--- src/rtl/sweep_pkg.sv ---
package sweep_pkg;

  typedef enum logic [2:0] {
    OP_NOP    = 3'd0,
    OP_INIT   = 3'd1,
    OP_START  = 3'd2,
    OP_INCR   = 3'd3,
    OP_REPEAT = 3'd4,
    OP_PWRDN  = 3'd5,
    OP_STBY   = 3'd6
  } sweep_op_e;

  typedef enum logic [2:0] {
    ST_OFF,
    ST_STBY,
    ST_EXCITE,
    ST_SETTLE,
    ST_MEAS,
    ST_HOLD,
    ST_DONE
  } sweep_state_e;

endpackage

--- src/rtl/sweep_tick.sv ---
module sweep_tick #(
  parameter int DIV = 4
) (
  input  logic clk,
  input  logic rst,
  output logic tick
);
  generate
    if (DIV <= 1) begin : g_every
      assign tick = 1'b1;
    end else begin : g_div
      localparam int CW = $clog2(DIV);
      localparam logic [CW-1:0] LAST = CW'(DIV - 1);
      logic [CW-1:0] cnt_q;
      always_ff @(posedge clk) begin
        if (rst) begin
          cnt_q <= '0;
        end else if (cnt_q == LAST) begin
          cnt_q <= '0;
        end else begin
          cnt_q <= cnt_q + 1'b1;
        end
      end
      assign tick = (cnt_q == LAST);
    end
  endgenerate
endmodule

--- src/rtl/sweep_phase_acc.sv ---
module sweep_phase_acc #(
  parameter int FREQ_W  = 24,
  parameter int PHASE_W = 27
) (
  input  logic               clk,
  input  logic               rst,
  input  logic               clear,
  input  logic               en,
  input  logic [FREQ_W-1:0]  freq,
  output logic [PHASE_W-1:0] phase,
  output logic               wrap
);
  localparam int SUM_W = PHASE_W + 1;

  logic [SUM_W-1:0] sum;
  assign sum = {1'b0, phase} + SUM_W'(freq);

  always_ff @(posedge clk) begin
    if (rst || clear) begin
      phase <= '0;
      wrap  <= 1'b0;
    end else if (en) begin
      phase <= sum[PHASE_W-1:0];
      wrap  <= sum[PHASE_W];
    end else begin
      wrap  <= 1'b0;
    end
  end
endmodule

--- src/rtl/sweep_settle.sv ---
module sweep_settle #(
  parameter int SETTLE_W = 16
) (
  input  logic                clk,
  input  logic                rst,
  input  logic                abort,
  input  logic                arm,
  input  logic [SETTLE_W-1:0] target,
  input  logic                wrap,
  output logic                hit
);
  logic [SETTLE_W-1:0] cnt_q;
  logic                armed_q;

  always_ff @(posedge clk) begin
    if (rst || abort) begin
      cnt_q   <= '0;
      armed_q <= 1'b0;
      hit     <= 1'b0;
    end else if (arm) begin
      cnt_q   <= '0;
      armed_q <= 1'b1;
      hit     <= 1'b0;
    end else if (armed_q) begin
      if (cnt_q == target) begin
        hit     <= 1'b1;
        armed_q <= 1'b0;
      end else begin
        hit <= 1'b0;
        if (wrap) cnt_q <= cnt_q + 1'b1;
      end
    end else begin
      hit <= 1'b0;
    end
  end
endmodule

--- src/rtl/sweep_phase_gen.sv ---
module sweep_phase_gen
  import sweep_pkg::*;
#(
  parameter int FREQ_W   = 24,
  parameter int PHASE_W  = 27,
  parameter int CNT_W    = 9,
  parameter int SETTLE_W = 16,
  parameter int DIV      = 4
) (
  input  logic                clk,
  input  logic                rst,
  input  logic                cmd_valid,
  input  logic [2:0]          cmd_op,
  input  logic [FREQ_W-1:0]   start_code,
  input  logic [FREQ_W-1:0]   step_code,
  input  logic [CNT_W-1:0]    step_count,
  input  logic [SETTLE_W-1:0] settle_count,
  input  logic                meas_done,
  output logic [PHASE_W-1:0]  phase_o,
  output logic [FREQ_W-1:0]   freq_o,
  output logic [CNT_W-1:0]    step_idx_o,
  output logic                active_o,
  output logic                settle_done_o,
  output logic                sweep_done_o
);
  sweep_op_e     op;
  sweep_state_e  state_q, state_n;
  logic [FREQ_W-1:0]   freq_q, freq_n, step_q;
  logic [CNT_W-1:0]    idx_q, idx_n, count_q;
  logic [SETTLE_W-1:0] settle_q;
  logic tick, wrap, hit;
  logic acc_clear, arm, abort, load, taken, strobe_n;

  assign op = sweep_op_e'(cmd_op);

  sweep_tick #(.DIV(DIV)) u_tick (
    .clk (clk),
    .rst (rst),
    .tick(tick)
  );

  sweep_phase_acc #(.FREQ_W(FREQ_W), .PHASE_W(PHASE_W)) u_acc (
    .clk  (clk),
    .rst  (rst),
    .clear(acc_clear),
    .en   (tick && active_o),
    .freq (freq_q),
    .phase(phase_o),
    .wrap (wrap)
  );

  sweep_settle #(.SETTLE_W(SETTLE_W)) u_settle (
    .clk   (clk),
    .rst   (rst),
    .abort (abort),
    .arm   (arm),
    .target(settle_q),
    .wrap  (wrap),
    .hit   (hit)
  );

  always_comb begin
    state_n   = state_q;
    freq_n    = freq_q;
    idx_n     = idx_q;
    acc_clear = 1'b0;
    arm       = 1'b0;
    abort     = 1'b0;
    load      = 1'b0;
    taken     = 1'b0;
    strobe_n  = 1'b0;
    if (cmd_valid) begin
      case (op)
        OP_INIT: begin
          state_n = ST_EXCITE; freq_n = start_code; idx_n = '0;
          acc_clear = 1'b1; abort = 1'b1; load = 1'b1; taken = 1'b1;
        end
        OP_START: if (state_q == ST_EXCITE) begin
          state_n = ST_SETTLE; arm = 1'b1; taken = 1'b1;
        end
        OP_INCR: if (state_q == ST_HOLD) begin
          state_n = ST_SETTLE; freq_n = freq_q + step_q;
          idx_n = idx_q + 1'b1; arm = 1'b1; taken = 1'b1;
        end
        OP_REPEAT: if (state_q == ST_HOLD || state_q == ST_DONE) begin
          state_n = ST_SETTLE; arm = 1'b1; taken = 1'b1;
        end
        OP_PWRDN: begin
          state_n = ST_OFF; freq_n = '0; idx_n = '0;
          acc_clear = 1'b1; abort = 1'b1; taken = 1'b1;
        end
        OP_STBY: begin
          state_n = ST_STBY; acc_clear = 1'b1; abort = 1'b1; taken = 1'b1;
        end
        default: ;
      endcase
    end
    if (!taken) begin
      if (state_q == ST_SETTLE && hit) begin
        state_n  = ST_MEAS;
        strobe_n = 1'b1;
      end else if (state_q == ST_MEAS && meas_done) begin
        state_n = (idx_q == count_q) ? ST_DONE : ST_HOLD;
      end
    end
  end

  always_ff @(posedge clk) begin
    if (rst) begin
      state_q       <= ST_OFF;
      freq_q        <= '0;
      idx_q         <= '0;
      step_q        <= '0;
      count_q       <= '0;
      settle_q      <= '0;
      active_o      <= 1'b0;
      settle_done_o <= 1'b0;
      sweep_done_o  <= 1'b0;
    end else begin
      state_q       <= state_n;
      freq_q        <= freq_n;
      idx_q         <= idx_n;
      active_o      <= (state_n != ST_OFF) && (state_n != ST_STBY);
      settle_done_o <= strobe_n;
      sweep_done_o  <= (state_n == ST_DONE);
      if (load) begin
        step_q   <= step_code;
        count_q  <= step_count;
        settle_q <= settle_count;
      end
    end
  end

  assign freq_o     = freq_q;
  assign step_idx_o = idx_q;
endmodule

--- config.mk ---
export PLATFORM = sky130hd
export DESIGN_NAME = sweep_phase_gen
export DESIGN_NICKNAME = d
export VERILOG_FILES = /design/src/rtl/sweep_pkg.sv /design/src/rtl/sweep_tick.sv /design/src/rtl/sweep_phase_acc.sv /design/src/rtl/sweep_settle.sv /design/src/rtl/sweep_phase_gen.sv
export SDC_FILE = /design/constraint.sdc
export NUM_CORES = 1
export LEC_CHECK = 0
export BUFFER_PORTS_ARGS = -buffer_cell sky130_fd_sc_hd__buf_2
export CAP_MARGIN = 20
export CELL_PAD_IN_SITES_DETAIL_PLACEMENT = 0
export CELL_PAD_IN_SITES_GLOBAL_PLACEMENT = 1
export CORE_ASPECT_RATIO = 1.75
export CORE_MARGIN = 2
export CORE_UTILIZATION = 35
export DETAILED_ROUTE_END_ITERATION = 10
export PLACE_DENSITY_LB_ADDON = 0.1
export SKIP_CTS_REPAIR_TIMING = 1
export SLEW_MARGIN = 10
export SYNTH_ARGS = -nofsm -noshare
export SYNTH_HDL_FRONTEND = slang
export SYNTH_SLANG_ARGS = --single-unit
--- constraint.sdc ---
create_clock -name clk -period 6.3 [get_ports clk]
set_clock_uncertainty 0.1 [all_clocks]
set_input_delay 0 -clock clk [delete_from_list [all_inputs] [get_ports clk]]
set_output_delay 0 -clock clk [all_outputs]
set_load 0.05 [all_outputs]
# Yosys cells after proc, flatten, opt, wreduce, memory -nomap -nowiden
# Index checks and enable logic that the tools add are counted.
# totals
elab_cells	88
inputBits	80
out_inout_bits	63
ff_bits	136
# classes
n_eq_ne	17
muxes	29
reduce_logical	19
add_sub_neg	5
bitwise	3
# op_table
op	count
24-bit case mux with 3 select lines	1
27-bit by 24-bit adder with 28-bit output	1
24-bit adder	1
24-bit two-way mux	1
3-bit equality test (second input constant)	7
3-bit two-way mux	7
3-bit case mux with 6 select lines	1
9-bit case mux with 2 select lines	1
16-bit by 1-bit adder with 16-bit output (second input constant)	1
16-bit equality test	1
1-bit two-way mux	14
3-bit by 2-bit equality test with 1-bit output (second input constant)	4
2-bit OR reduction	5
9-bit by 1-bit adder with 9-bit output (second input constant)	1
9-bit equality test	1
9-bit two-way mux	1
3-bit AND reduction	3
3-bit nonzero test	2
3-bit OR reduction	2
1-bit logical AND	4
1-bit case mux with 4 select lines	1
3-bit by 1-bit equality test with 1-bit output (second input constant)	1
3-bit by 1-bit inequality test with 1-bit output (second input constant)	1
1-bit inverter	3
other kinds (7)	8

# Longest topological paths before layout
# Gate-level depths: netlist of the first run.
# depth
depth_word	10
mapped_depth	11
mapped_depth_nobuf	11

# Modules after synthesis
# From an unflattened synthesis of the first run, not the netlist that was laid out.
# hier_totals
cells_unflattened	1067
area_unflattened_um2	8479.4
# modules_own_cells
module	cells_per_inst	area_per_inst_um2	instances	seq_area_each_um2
sweep_phase_gen	645	4992.3	1	1761.7
sweep_phase_acc	290	2357.3	1	560.5
sweep_settle	127	1054.8	1	360.3
sweep_tick	5	75.1	1	40.0

# Worst setup path after synthesis of the first run
# No wires, ideal clock.
# synth_timing
kind	register to register
start	register freq_q[0], in the netlist freq_o[0]
end	register freq_q[22], in the netlist freq_o[22]
setup_slack_ns	3.385
t_arrival_ns	2.727
path_buffers	0
t_required_ns	6.112
setup_time_ns	0.088
stages_incl_launch_ff	12
period_less_slack_ns	2.915
path_cell_list	dfxtp_1 -> ha_1 -> inv_1 -> fa_1 -> nor2b_4 -> o31a_4 -> o31ai_2 -> nand3_2 -> and3_1 -> a311oi_2 -> or4_1 -> a311oi_2
# synth_via
elab_chain_len	3
# synth_lines
element	line_no	rtl
start, declared	sweep_phase_gen.sv:28	logic [FREQ_W-1:0] freq_q, freq_n, step_q;
start signal, assigned	sweep_phase_gen.sv:121	freq_q <= freq_n;
24-bit adder	sweep_phase_gen.sv:82	state_n = ST_SETTLE; freq_n = freq_q + step_q;
24-bit two-way mux	sweep_phase_gen.sv:81	OP_INCR: if (state_q == ST_HOLD) begin
24-bit case mux with 3 select lines	sweep_phase_gen.sv:73	case (op)
# Every way passes these cells. The select of a mux whose other input is x is not followed.
# A chain may end at the register's enable or synchronous reset.

# Worst setup path in the final report of the first run
# layout_timing
start	register freq_q[7], in the netlist freq_o[7]
end	register u_acc.phase[20]
# layout_via
elab_chain_len	1
# layout_lines
element	line_no	rtl
27-bit by 24-bit adder with 28-bit output	sweep_phase_acc.sv:16	assign sum = {1'b0, phase} + SUM_W'(freq);
end signal, assigned	sweep_phase_acc.sv:23	phase <= sum[PHASE_W-1:0];
end, declared	sweep_phase_acc.sv:10	output logic [PHASE_W-1:0] phase,
# Every way passes these cells.

==> results of run 1 <==
[cell type report]
cell class	count	area, sq um
clock buffer	21	480
clock inverter	11	145
fill	2408	12300
inverter	22	82.6
multi-input combinational	804	5010
sequential	136	2720
tap	300	375
timing repair buffer	224	1510
[power by group through the flow]
stage               Sequential, W  Clock (W)  Combinational [W]
floorplan                0.000935          0           0.000116
global placement         0.000920          0           0.000214
detailed placement       0.000920          0           0.000213
CTS                      0.000902    0.00109           0.000214
global route             0.000902    0.00113           0.000270
finish                   0.000901    0.00106           0.000248
[logic make-up after synthesis]
logic type,after synthesis,share of synthesized area [%]
AOI/OAI and AO/OA,286,23.0
muxes,1,0.125
and+or+nand+nor,387,22.3
DFF,136,33.9
xor gates and xnor gates,78,8.50
adders and majority gates,52,8.28
buffers and inverters,75,3.91
[registers in the layout, summed over array words and instances (netlist names)]
name,flops
u_settle.hit,1
u_tick.g_div.cnt_q,2
sweep_done_o,1
u_settle.armed_q,1
u_acc.phase,27
step_idx_o,9
settle_q,16
active_o,1
step_q,24
u_acc.wrap,1
state_q,3
freq_o,24
settle_done_o,1
count_q,9
u_settle.cnt_q,16
[worst paths after layout]
check	from	endpoint	slack, ps	cells past startpoint
setup / recovery	freq_o[7]	u_acc.phase[20]	3440	9
setup reg to reg	freq_o[7]	u_acc.phase[20]	3440	9
hold reg to reg	u_tick.g_div.cnt_q[0]	u_tick.g_div.cnt_q[0]	340	1
hold / removal	cmd_op[2]	state_q[1]	30	4
[per-stage QoR]
stage / setup WS [ps] / cells / cell area [sq um] / power [W] / utilization (%)
6_report: 3440 / 1518 / 10300 / 0.00221 / 45.6
5_1_grt: 3160 / 1518 / 10300 / 0.00230 / 45.6
4_1_cts: 3400 / 1444 / 9590 / 0.00221 / 42.3
3_5_place_dp: 3440 / 1412 / 8960 / 0.00113 / 39.6
3_3_place_gp: 3520 / 1412 / 8960 / 0.00113 / 39.6
2_1_floorplan: 3390 / 1015 / 8040 / 0.00105 / -
[worst max-delay path, stage by stage (launching register included)]
cell and delay [ps]:
sky130_fd_sc_hd__dfxtp_1 470, sky130_fd_sc_hd__ha_1 350, sky130_fd_sc_hd__a2111oi_0 600, sky130_fd_sc_hd__and3_1 240, sky130_fd_sc_hd__nand3_1 90, sky130_fd_sc_hd__nand4_1 220, sky130_fd_sc_hd__o21ai_0 110, sky130_fd_sc_hd__a31o_1 240
sky130_fd_sc_hd__xnor2_1 120, sky130_fd_sc_hd__a211oi_1 230
[routing by layer]
metal  share of wire, %  global-route usage (%)
met1                 38                    22.9
met2                 56                    43.0
met3                2.9                    3.40
met4                3.5                    10.1
met5                  0                       0
[cell usage in the layout (no fill, tap or decap), types with 8 or more instances in the layout]
cell type                         n
sky130_fd_sc_hd__a211oi_1        16
sky130_fd_sc_hd__and3_1          18
sky130_fd_sc_hd__xor2_1          43
sky130_fd_sc_hd__buf_4            8
sky130_fd_sc_hd__a221oi_1        15
sky130_fd_sc_hd__clkbuf_16       17
sky130_fd_sc_hd__xnor2_1         35
sky130_fd_sc_hd__o21ai_0         36
sky130_fd_sc_hd__inv_1           22
sky130_fd_sc_hd__nand3_1         23
sky130_fd_sc_hd__ha_1            50
sky130_fd_sc_hd__dlygate4sd3_1   74
sky130_fd_sc_hd__nand4_1         15
sky130_fd_sc_hd__o21a_1          11
sky130_fd_sc_hd__buf_2          142
sky130_fd_sc_hd__nor3_1          31
sky130_fd_sc_hd__or3_1           13
sky130_fd_sc_hd__a21o_1          24
sky130_fd_sc_hd__o21ai_1          8
sky130_fd_sc_hd__nand2_1        165
sky130_fd_sc_hd__nor2_1          81
sky130_fd_sc_hd__dfxtp_1        136
sky130_fd_sc_hd__a21oi_1        114
==> results.md, run 1 <==
* Overall routed net length at 27500 microns
* Proportion of power drawn by the clock network at 48.0%
* Post-synthesis async set-or-reset flop share at 0%
* Most instantiated flip-flop cell in the synthesis netlist: sky130_fd_sc_hd__dfxtp_1
* Cell Area, Synth at 0.00804 sq mm
* Initial Utilization at 35.5%
* Remaining design rule violation count at 0
* Number of synthesized flops with an enable pin at 0
* Data required time at the worst endpoint at 6540 ps
* Mapped Nets at 1147
* Register bit total from synthesis at 136
* RSZ-0062 raised after global routing: no
* Number of antenna-violating nets in the routed design at 0
* Mean post-synth cell area at 7.92 sq um
* Slew margin rel. at 31.7%
* X dimension of the die at 119 microns
* Pin count of the biggest net entering global routing at 83
* Result of the run: complete, no violations
* Via count of the first global-routing pass at 7670
* Placement row count at 73
* Net switching power figure at 0.000568 W
* Critical path peak fanout at 5
* Critical path class: reg -> reg
* First-pass detailed-route iteration total at 5
* Reported leakage power at 4.50 nW
* Share of synthesized area occupied by flip-flops and latches at 33.9%
* Wire length of the first global-routing pass at 41600 microns
* Critical path arrival at 3100 ps
* Tot GR Track Use at 22.2%
* Portion of synthesized cell area occupied by the leading cell type at 33.9%
* Layout Area Growth over Synthesis at 28.5%
* Insertion delay of the later-clocked pin in the worst-skew pair at 430 ps
* Combinational power share at 11.2%
* Clock slew at reported path FFs at 60 ps
* Area leader, netlist: sky130_fd_sc_hd__dfxtp_1
* Maximum number of buffers from clock root to sink at 2
* Share of cells above drive strength 1 at 16.7%
* Root buffer cell: sky130_fd_sc_hd__clkbuf_16
* Post-layout net count at 1337
* Synth area leaders: sky130_fd_sc_hd__dfxtp_1 34%, sky130_fd_sc_hd__ha_1 7.8%, sky130_fd_sc_hd__nand2_1 7.7%
* P_int at 0.00164 W
* Worst slack on hold paths at 33.8 ps
* Final critical-path required period at 2860 ps
* Fmax at 350 MHz
* Cts bufs inserted at 17
* Num Clock Sinks at 136
* Port-buffer cells at 142
* Post-detail-place hpwl at 20200 microns
* Power Dens Cells at 214 mW/mm^2
* Slew at the pin closest to its max-slew limit at 1020 ps
* Worst Hold Class: in -> reg
* Area of the core at 0.0227 sq mm
* Crit share post-route at 45.4%
* TritonCTS clock tree: yes
* Worst voltage drop across the vdd grid at 0.000154 V
* DR WL/cell at 18.1 microns
* Number of top-level pins at 143
* GR Overflow Total at 0
* Initial antenna violation count at 0
* Number of distinct library cells after synthesis at 73
* Final Hold Vio Count at 0
* Chip height at 204 microns
* Via count at 7961
* Detailed Route Iter0 Violations at 407
* Synth cell count leaders: 165 x sky130_fd_sc_hd__nand2_1, 136 x sky130_fd_sc_hd__dfxtp_1, 114 x sky130_fd_sc_hd__a21oi_1
* Most frequent cell after synthesis: sky130_fd_sc_hd__nand2_1
* Count of H-tree levels built during CTS at 4
* Final antenna diode count at 0
* Number of vias per cell at 5.24
* Area enclosed by the die boundary at 0.0242 sq mm
* Setup TNS at 0 ps
* Kind of start point of the critical path: register
* Total of endpoints with negative setup slack in the final report at 0
* Last weighted congestion value of the routability-driven placer at 0.856
* Register share of total power at 40.8%
* Number of cells produced by synthesis at 1015
* Max_cap viols at 0
* Synth warn at 0
* Max Transition Viols Final at 0
* Worst Setup End Kind: register
* Sw Ratio at 25.7%
No activity file was read; power rests on OpenSTA's default activity.
==> run 2: changes to the inputs <==
--- a/config.mk
+++ b/config.mk
@@ -5,6 +5,7 @@
 export SDC_FILE = /design/constraint.sdc
 export NUM_CORES = 1
 export LEC_CHECK = 0
+export ABC_AREA = 1
 export BUFFER_PORTS_ARGS = -buffer_cell sky130_fd_sc_hd__buf_2
 export CAP_MARGIN = 20
 export CELL_PAD_IN_SITES_DETAIL_PLACEMENT = 0
==> constraint.sdc (replaced) <==
create_clock -name clk -period 3 [get_ports clk]
set_clock_uncertainty 0.1 [all_clocks]
set_input_delay 0 -clock clk [delete_from_list [all_inputs] [get_ports clk]]
set_output_delay 0 -clock clk [all_outputs]
set_load 0.05 [all_outputs]
==> run 2 against run 1 <==
Against the previous run:
- the run now ends with negative hold slack left
- setup slack lost 2900 ps
- critical path depth grew 6
- sequential cell count is the same
- register-to-register slack lost 2900 ps
- synthesized area grew 17%
- sequential share of layout area shrank 3.3 points
- first-iteration DRC count shrank 2.0%
- via count grew 28%
- global-route usage grew 1.6 points
- sequential power grew 110%
==> results.md, run 2 <==
* Simple-gate portion of the synthesized area at 36.4%
* Tot GR Track Use at 23.7%
* DR WL/cell at 16.3 microns
* Maximum number of buffers from clock root to sink at 2
* Minimum setup slack after placement at 556 ps
* X dimension of the die at 128 microns
* Root buffer cell: sky130_fd_sc_hd__clkbuf_16
* Total of endpoints with negative setup slack in the final report at 0
* Synth area leaders: sky130_fd_sc_hd__dfxtp_1 29%, sky130_fd_sc_hd__nand2_1 16%, sky130_fd_sc_hd__nor2_1 9.0%
* Number of antenna-violating nets in the routed design at 0
* Share of synthesized area spent on multiplexers at 0%
* Last weighted congestion value of the routability-driven placer at 0.880
* Clock slew at reported path FFs at 60 ps
* Worst Setup End Kind: register
* Area enclosed by the die boundary at 0.0283 sq mm
* Placement row count at 79
* Critical path arrival at 2730 ps
* Max reg flops at 27
* Most common library cell in the layout ignoring fill and taps: sky130_fd_sc_hd__nand2_1
* Leading cell types in the layout, fill and taps excluded: 394 x sky130_fd_sc_hd__nand2_1, 226 x sky130_fd_sc_hd__nor2_1, 194 x sky130_fd_sc_hd__inv_1
* Area leader, netlist: sky130_fd_sc_hd__dfxtp_1
* Post-synthesis share of cell area spent on xor and xnor gates at 3.82%
* Power Dens Cells at 398 mW/mm^2
* Chip height at 221 microns
* PnR worst setup slack at 515 ps
* Cts bufs inserted at 17
* Number of top-level pins at 143
* Remaining design rule violation count at 0
* Via count of the first global-routing pass at 9718
* Wire length of the first global-routing pass at 51500 microns
* Share of synthesized area occupied by flip-flops and latches at 28.9%
* Max Transition Viols Final at 0
* Final antenna diode count at 0
* Portion of synthesized cell area occupied by the leading cell type at 28.9%
* RSZ-0062 raised after global routing: no
* TritonCTS clock tree: yes
* Num Clock Sinks at 136
* Synth warn at 0
* GR Overflow Total at 0
* Final critical-path required period at 2490 ps
* Kind of start point of the critical path: register
* Power after layout at 0.00469 W
* Area of the core at 0.0265 sq mm
* Result of the run: finished with violations
* Mapped Nets at 1659
* Number of cells produced by synthesis at 1527
* Violations in the final reports: negative hold slack
* Data required time at the worst endpoint at 3250 ps
* Layout Area Growth over Synthesis at 25.3%
* Post-layout net count at 1866
* Cell Area, Synth at 0.00941 sq mm
* Max_cap viols at 0
* Port-buffer cells at 142
* Combinational family with the most area after synthesis: simple AND/OR/NAND/NOR gates
* Critical path class: reg -> reg
* Synth cell count leaders: 394 x sky130_fd_sc_hd__nand2_1, 226 x sky130_fd_sc_hd__nor2_1, 195 x sky130_fd_sc_hd__inv_1
* Count of H-tree levels built during CTS at 4
* Most frequent cell after synthesis: sky130_fd_sc_hd__nand2_1
* Number of synthesized flops with an enable pin at 0
* Number of vias per cell at 4.91
* Detailed Route Iter0 Violations at 399
* Initial Utilization at 35.5%
* Insertion delay of the later-clocked pin in the worst-skew pair at 450 ps
* Final Hold Vio Count at 1
* Number of distinct library cells after synthesis at 42
* Share of cells above drive strength 1 at 12.3%
* Fmax at 402 MHz
* Post-synthesis async set-or-reset flop share at 0%
* Most instantiated flip-flop cell in the synthesis netlist: sky130_fd_sc_hd__dfxtp_1
* Critical path peak fanout at 4
* Mean post-synth cell area at 6.16 sq um
* Setup TNS at 0 ps
* Worst slack on hold paths at -9.37 ps
* Synthesized-area fraction occupied by ao, oa, aoi and oai cells at 13.5%
* Crit share post-route at 82.8%
* Post-detail-place hpwl at 26200 microns
* Worst voltage drop across the vdd grid at 0.000449 V
* Initial antenna violation count at 0
* Overall routed net length at 33800 microns
* First-pass detailed-route iteration total at 5
* Synth Area in Adders at 7.08%
* Reported leakage power at 5.92 nW
* Slew margin rel. at 39.1%
* Via count at 10200
* Worst Hold Class: in -> reg
* Register bit total from synthesis at 136
* Slew at the pin closest to its max-slew limit at 914 ps
* Pin count of the biggest net entering global routing at 45
* Top register by number of flip-flops: u_acc.phase
[run 2: cell count changes after synthesis, moves of 23 or more]
cell / before / now
sky130_fd_sc_hd__o21ai_0: 36 / 105
sky130_fd_sc_hd__nor2_1: 81 / 226
sky130_fd_sc_hd__inv_1: 22 / 195
sky130_fd_sc_hd__nand3_1: 23 / 93
sky130_fd_sc_hd__xor2_1: 43 / 20
sky130_fd_sc_hd__a21o_1: 24 / 1
sky130_fd_sc_hd__nand2_1: 165 / 394
sky130_fd_sc_hd__nand4_1: 15 / 43
[run 2: cell type report]
| type | instances | area (sq um) |
|---|---|---|
| Inverter | 202 | 758 |
| Sequential cell | 136 | 2720 |
| Timing Repair Buffer | 232 | 1580 |
| Tap cell | 324 | 405 |
| Clock inverter | 11 | 148 |
| Clock buffer | 21 | 450 |
| Fill cell | 2957 | 14700 |
| Multi-Input combinational cell | 1145 | 5720 |
[run 2: worst max-delay path, cell delays in order (launching register included)]
cell and delay (ps):
sky130_fd_sc_hd__dfxtp_1 390, sky130_fd_sc_hd__ha_1 250, sky130_fd_sc_hd__inv_1 70, sky130_fd_sc_hd__fa_1 410
sky130_fd_sc_hd__inv_1 160, sky130_fd_sc_hd__nand3_1 90, sky130_fd_sc_hd__nand3_1 170, sky130_fd_sc_hd__nand2_1 70
sky130_fd_sc_hd__nand2_1 120, sky130_fd_sc_hd__inv_1 110, sky130_fd_sc_hd__nor2_1 150, sky130_fd_sc_hd__nor2_1 60
sky130_fd_sc_hd__nand2_1 60, sky130_fd_sc_hd__nand3_1 70, sky130_fd_sc_hd__nand2_1 70, sky130_fd_sc_hd__inv_1 40
[run 2: kinds of logic (layout without fill, tap and decap cells)]
logic type	after synthesis	count (layout)
DFF	136	136
adders and majority gates	52	52
xor gates and xnor gates	41	41
buffers and inverters	246	466
and+or+nand+nor	809	809
AOI/OAI and AO/OA	243	243
[run 2: report_power, final]
group / internal (W) / switching, W / total, W
Clock: 0.00133 / 0.000870 / 0.00220
Combinational: 0.000231 / 0.000350 / 0.000581
Sequential: 0.00185 / 0.0000546 / 0.00191
[run 2: metal layers]
layer / wire (microns) / GRT usage, % / share of wire, % / vias to the layer above
met5: 0 / 0 / 0 / -
met4: 1600 / 12.4 / 4.7 / 0
met3: 1090 / 3.82 / 3.2 / 62
met2: 18000 / 44.2 / 53 / 215
met1: 13200 / 25.0 / 39 / 4571
li1: - / - / - / 5325
[run 2: per-stage QoR]
step	instances	area (sq um)	hold slack (ps)	utilization, %
2_1_floorplan	1527	9410	34.9	-
3_5_place_dp	1961	10400	127	39.3
4_1_cts	1993	11000	-343	41.5
5_1_grt	2071	11800	70.6	44.5
3_3_place_gp	1961	10400	121	39.3
6_report	2071	11800	-9.37	44.5
[run 2: path summary, 6_finish.rpt]
kind | startpoint | end | slack, ps | cells past startpoint
setup / recovery | freq_o[0] | u_acc.phase[16] | 510 | 15
hold / removal | cmd_op[1] | step_idx_o[7] | -9 | 5
setup reg to reg | freq_o[0] | u_acc.phase[16] | 510 | 15
hold reg to reg | u_tick.g_div.cnt_q[0] | u_tick.g_div.cnt_q[0] | 340 | 1
==> run 3: changes to the inputs <==
==> constraint.sdc (replaced) <==
create_clock -name clk -period 2.5 [get_ports clk]
set_clock_uncertainty 0.1 [all_clocks]
set_input_delay 0 -clock clk [delete_from_list [all_inputs] [get_ports clk]]
set_output_delay 0 -clock clk [all_outputs]
set_load 0.05 [all_outputs]
==> run 3 against run 2 <==
Against the previous run:
- the run still ends with negative hold slack left
- die area is the same
- utilization grew 0.49 points
- sequential cell count is the same
- design area grew 1.1%
- critical path depth shrank 2
- critical path type unchanged
- largest cell class unchanged
- total power grew 22%
==> results.md, run 3 (synthesis results as in run 2) <==
* Layout Area Growth over Synthesis at 26.7%
* Via count at 10200
* Total of endpoints with negative setup slack in the final report at 0
* Via count of the first global-routing pass at 9794
* Startpoint of the tightest hold check path: cmd_op[1]
* Last weighted congestion value of the routability-driven placer at 0.910
* Fmax at 441 MHz
* Number of antenna-violating nets in the routed design at 0
* Worst slack on hold paths at -15.1 ps
* Filler Cell Count at 2910
* Tot GR Track Use at 24.2%
* Final Hold Vio Count at 1
* Initial antenna violation count at 0
* Slew margin rel. at 41.4%
* Root buffer cell: sky130_fd_sc_hd__clkbuf_16
* Final critical-path required period at 2270 ps
* Reported leakage power at 5.99 nW
* Worst Setup End Kind: register
* GR Overflow Total at 0
* Critical path peak fanout at 4
* Worst voltage drop across the vdd grid at 0.000510 V
* Power after layout at 0.00570 W
* Leading cell types in the layout, fill and taps excluded: 394 x sky130_fd_sc_hd__nand2_1, 225 x sky130_fd_sc_hd__nor2_1, 194 x sky130_fd_sc_hd__inv_1
* Area enclosed by the die boundary at 0.0283 sq mm
* RR Endpoint: u_acc.phase[8]
* Capture point of the critical path: u_acc.phase[8]
* Detailed Route Iter0 Violations at 462
* Critical path arrival at 2560 ps
* First-pass detailed-route iteration total at 5
* Post-placement cell count at 1972
* Num Clock Sinks at 136
* Chip height at 221 microns
* Startpoint of the worst-slack reg-to-reg timing path: freq_o[0]
* Clock slew at reported path FFs at 60 ps
* RSZ-0062 raised after global routing: no
* Slew at the pin closest to its max-slew limit at 877 ps
* Kind of start point of the critical path: register
* Post-detail-place hpwl at 26400 microns
* Worst R2R Path Depth at 13
* Maximum number of buffers from clock root to sink at 2
* X dimension of the die at 128 microns
* Initial Utilization at 35.5%
* Setup TNS at 0 ps
* Area of the core at 0.0265 sq mm
* Placement row count at 79
* Port-buffer cells at 142
* Violations in the final reports: negative hold slack
* Cts bufs inserted at 17
* Pin count of the biggest net entering global routing at 50
* Overall routed net length at 34100 microns
* Wire length of the first global-routing pass at 52700 microns
* Max Transition Viols Final at 0
* Result of the run: finished with violations
* TritonCTS clock tree: yes
* Count of H-tree levels built during CTS at 4
* Critical path class: reg -> reg
* Power Dens Cells at 478 mW/mm^2
* Crit share post-route at 90.7%
* Top register by number of flip-flops: u_acc.phase
* Most common library cell in the layout ignoring fill and taps: sky130_fd_sc_hd__nand2_1
* Setup slack of the most critical reg-to-reg path at 230 ps
* Number of cells in the finished layout apart from fillers at 2082
* DR WL/cell at 16.4 microns
* Max reg flops at 27
* Max_cap viols at 0
* Post-layout net count at 1877
* Insertion delay of the later-clocked pin in the worst-skew pair at 450 ps
* Remaining design rule violation count at 0
* Number of vias per cell at 4.88
* Share of cells above drive strength 1 at 13.1%
* Number of top-level pins at 143
* Worst Hold Class: in -> reg
* Start point of the critical path: freq_o[0]
* Data required time at the worst endpoint at 2800 ps
* Final antenna diode count at 0
## run 3: changes by cell type in the layout (fill, tap and decap cells not counted), moves of 2 or more
cell / before / now
sky130_fd_sc_hd__buf_12: 0 / 2
sky130_fd_sc_hd__clkinvlp_4: 1 / 4
sky130_fd_sc_hd__inv_6: 1 / 3
sky130_fd_sc_hd__buf_4: 12 / 21
sky130_fd_sc_hd__clkinv_2: 3 / 1
sky130_fd_sc_hd__clkbuf_1: 3 / 1
## run 3: layer usage
layer	vias to the layer above	routed length [microns]	GRT usage, %
met2	214	18100	45.5
met1	4545	13500	25.5
met4	0	1400	10.3
li1	5339	-	-
met5	-	0	0
met3	55	1160	4.86
## run 3: layout make-up
class / count / area, sq um / area share, %
multi-input combinational: 1145 / 5730 / 48.1
timing repair buffer: 243 / 1690 / 14.2
clock inverter: 13 / 169 / 1.42
sequential: 136 / 2720 / 22.9
clock buffer: 19 / 443 / 3.72
tap: 324 / 405 / 3.40
inverter: 202 / 758 / 6.36
## run 3: worst min-delay path by stage
stage                    end  slack [ps]  cells past startpoint
6_report       step_idx_o[7]         -20                      5
5_1_grt        step_idx_o[7]          10                      5
4_1_cts           count_q[1]        -350                      3
3_5_place_dp    settle_q[13]         130                      3
3_3_place_gp      count_q[1]         120                      3
2_1_floorplan     count_q[1]          30                      2
## run 3: worst max-delay path, cell delays in order, from the launching register on
cell	delay, ps
sky130_fd_sc_hd__dfxtp_2	370
sky130_fd_sc_hd__ha_1	170
sky130_fd_sc_hd__inv_1	50
sky130_fd_sc_hd__fa_1	390
sky130_fd_sc_hd__inv_1	140
sky130_fd_sc_hd__nand3_1	90
sky130_fd_sc_hd__nand3_1	120
sky130_fd_sc_hd__nand2_1	70
sky130_fd_sc_hd__nand2_1	120
sky130_fd_sc_hd__inv_1	100
sky130_fd_sc_hd__or2_2	280
sky130_fd_sc_hd__nand3_1	70
sky130_fd_sc_hd__o211ai_1	80
sky130_fd_sc_hd__inv_1	60
## run 3: per-stage QoR
stage / instance area (sq um) / setup slack (ps) / utilization, %
finish: 11900 / 232 / 45.0
CTS: 11100 / 173 / 42.0
global route: 11900 / 35.9 / 45.0
floorplan: 9410 / 9.07 / -
global placement: 10500 / 220 / 39.7
detailed placement: 10500 / 181 / 39.7
## run 3: power breakdown
part | internal (W) | total [W] | switching [W]
clock network | 0.00160 | 0.00270 | 0.00110
logic | 0.000284 | 0.000712 | 0.000428
registers | 0.00222 | 0.00229 | 0.0000638
total | 0.00411 | 0.00570 | 0.00159
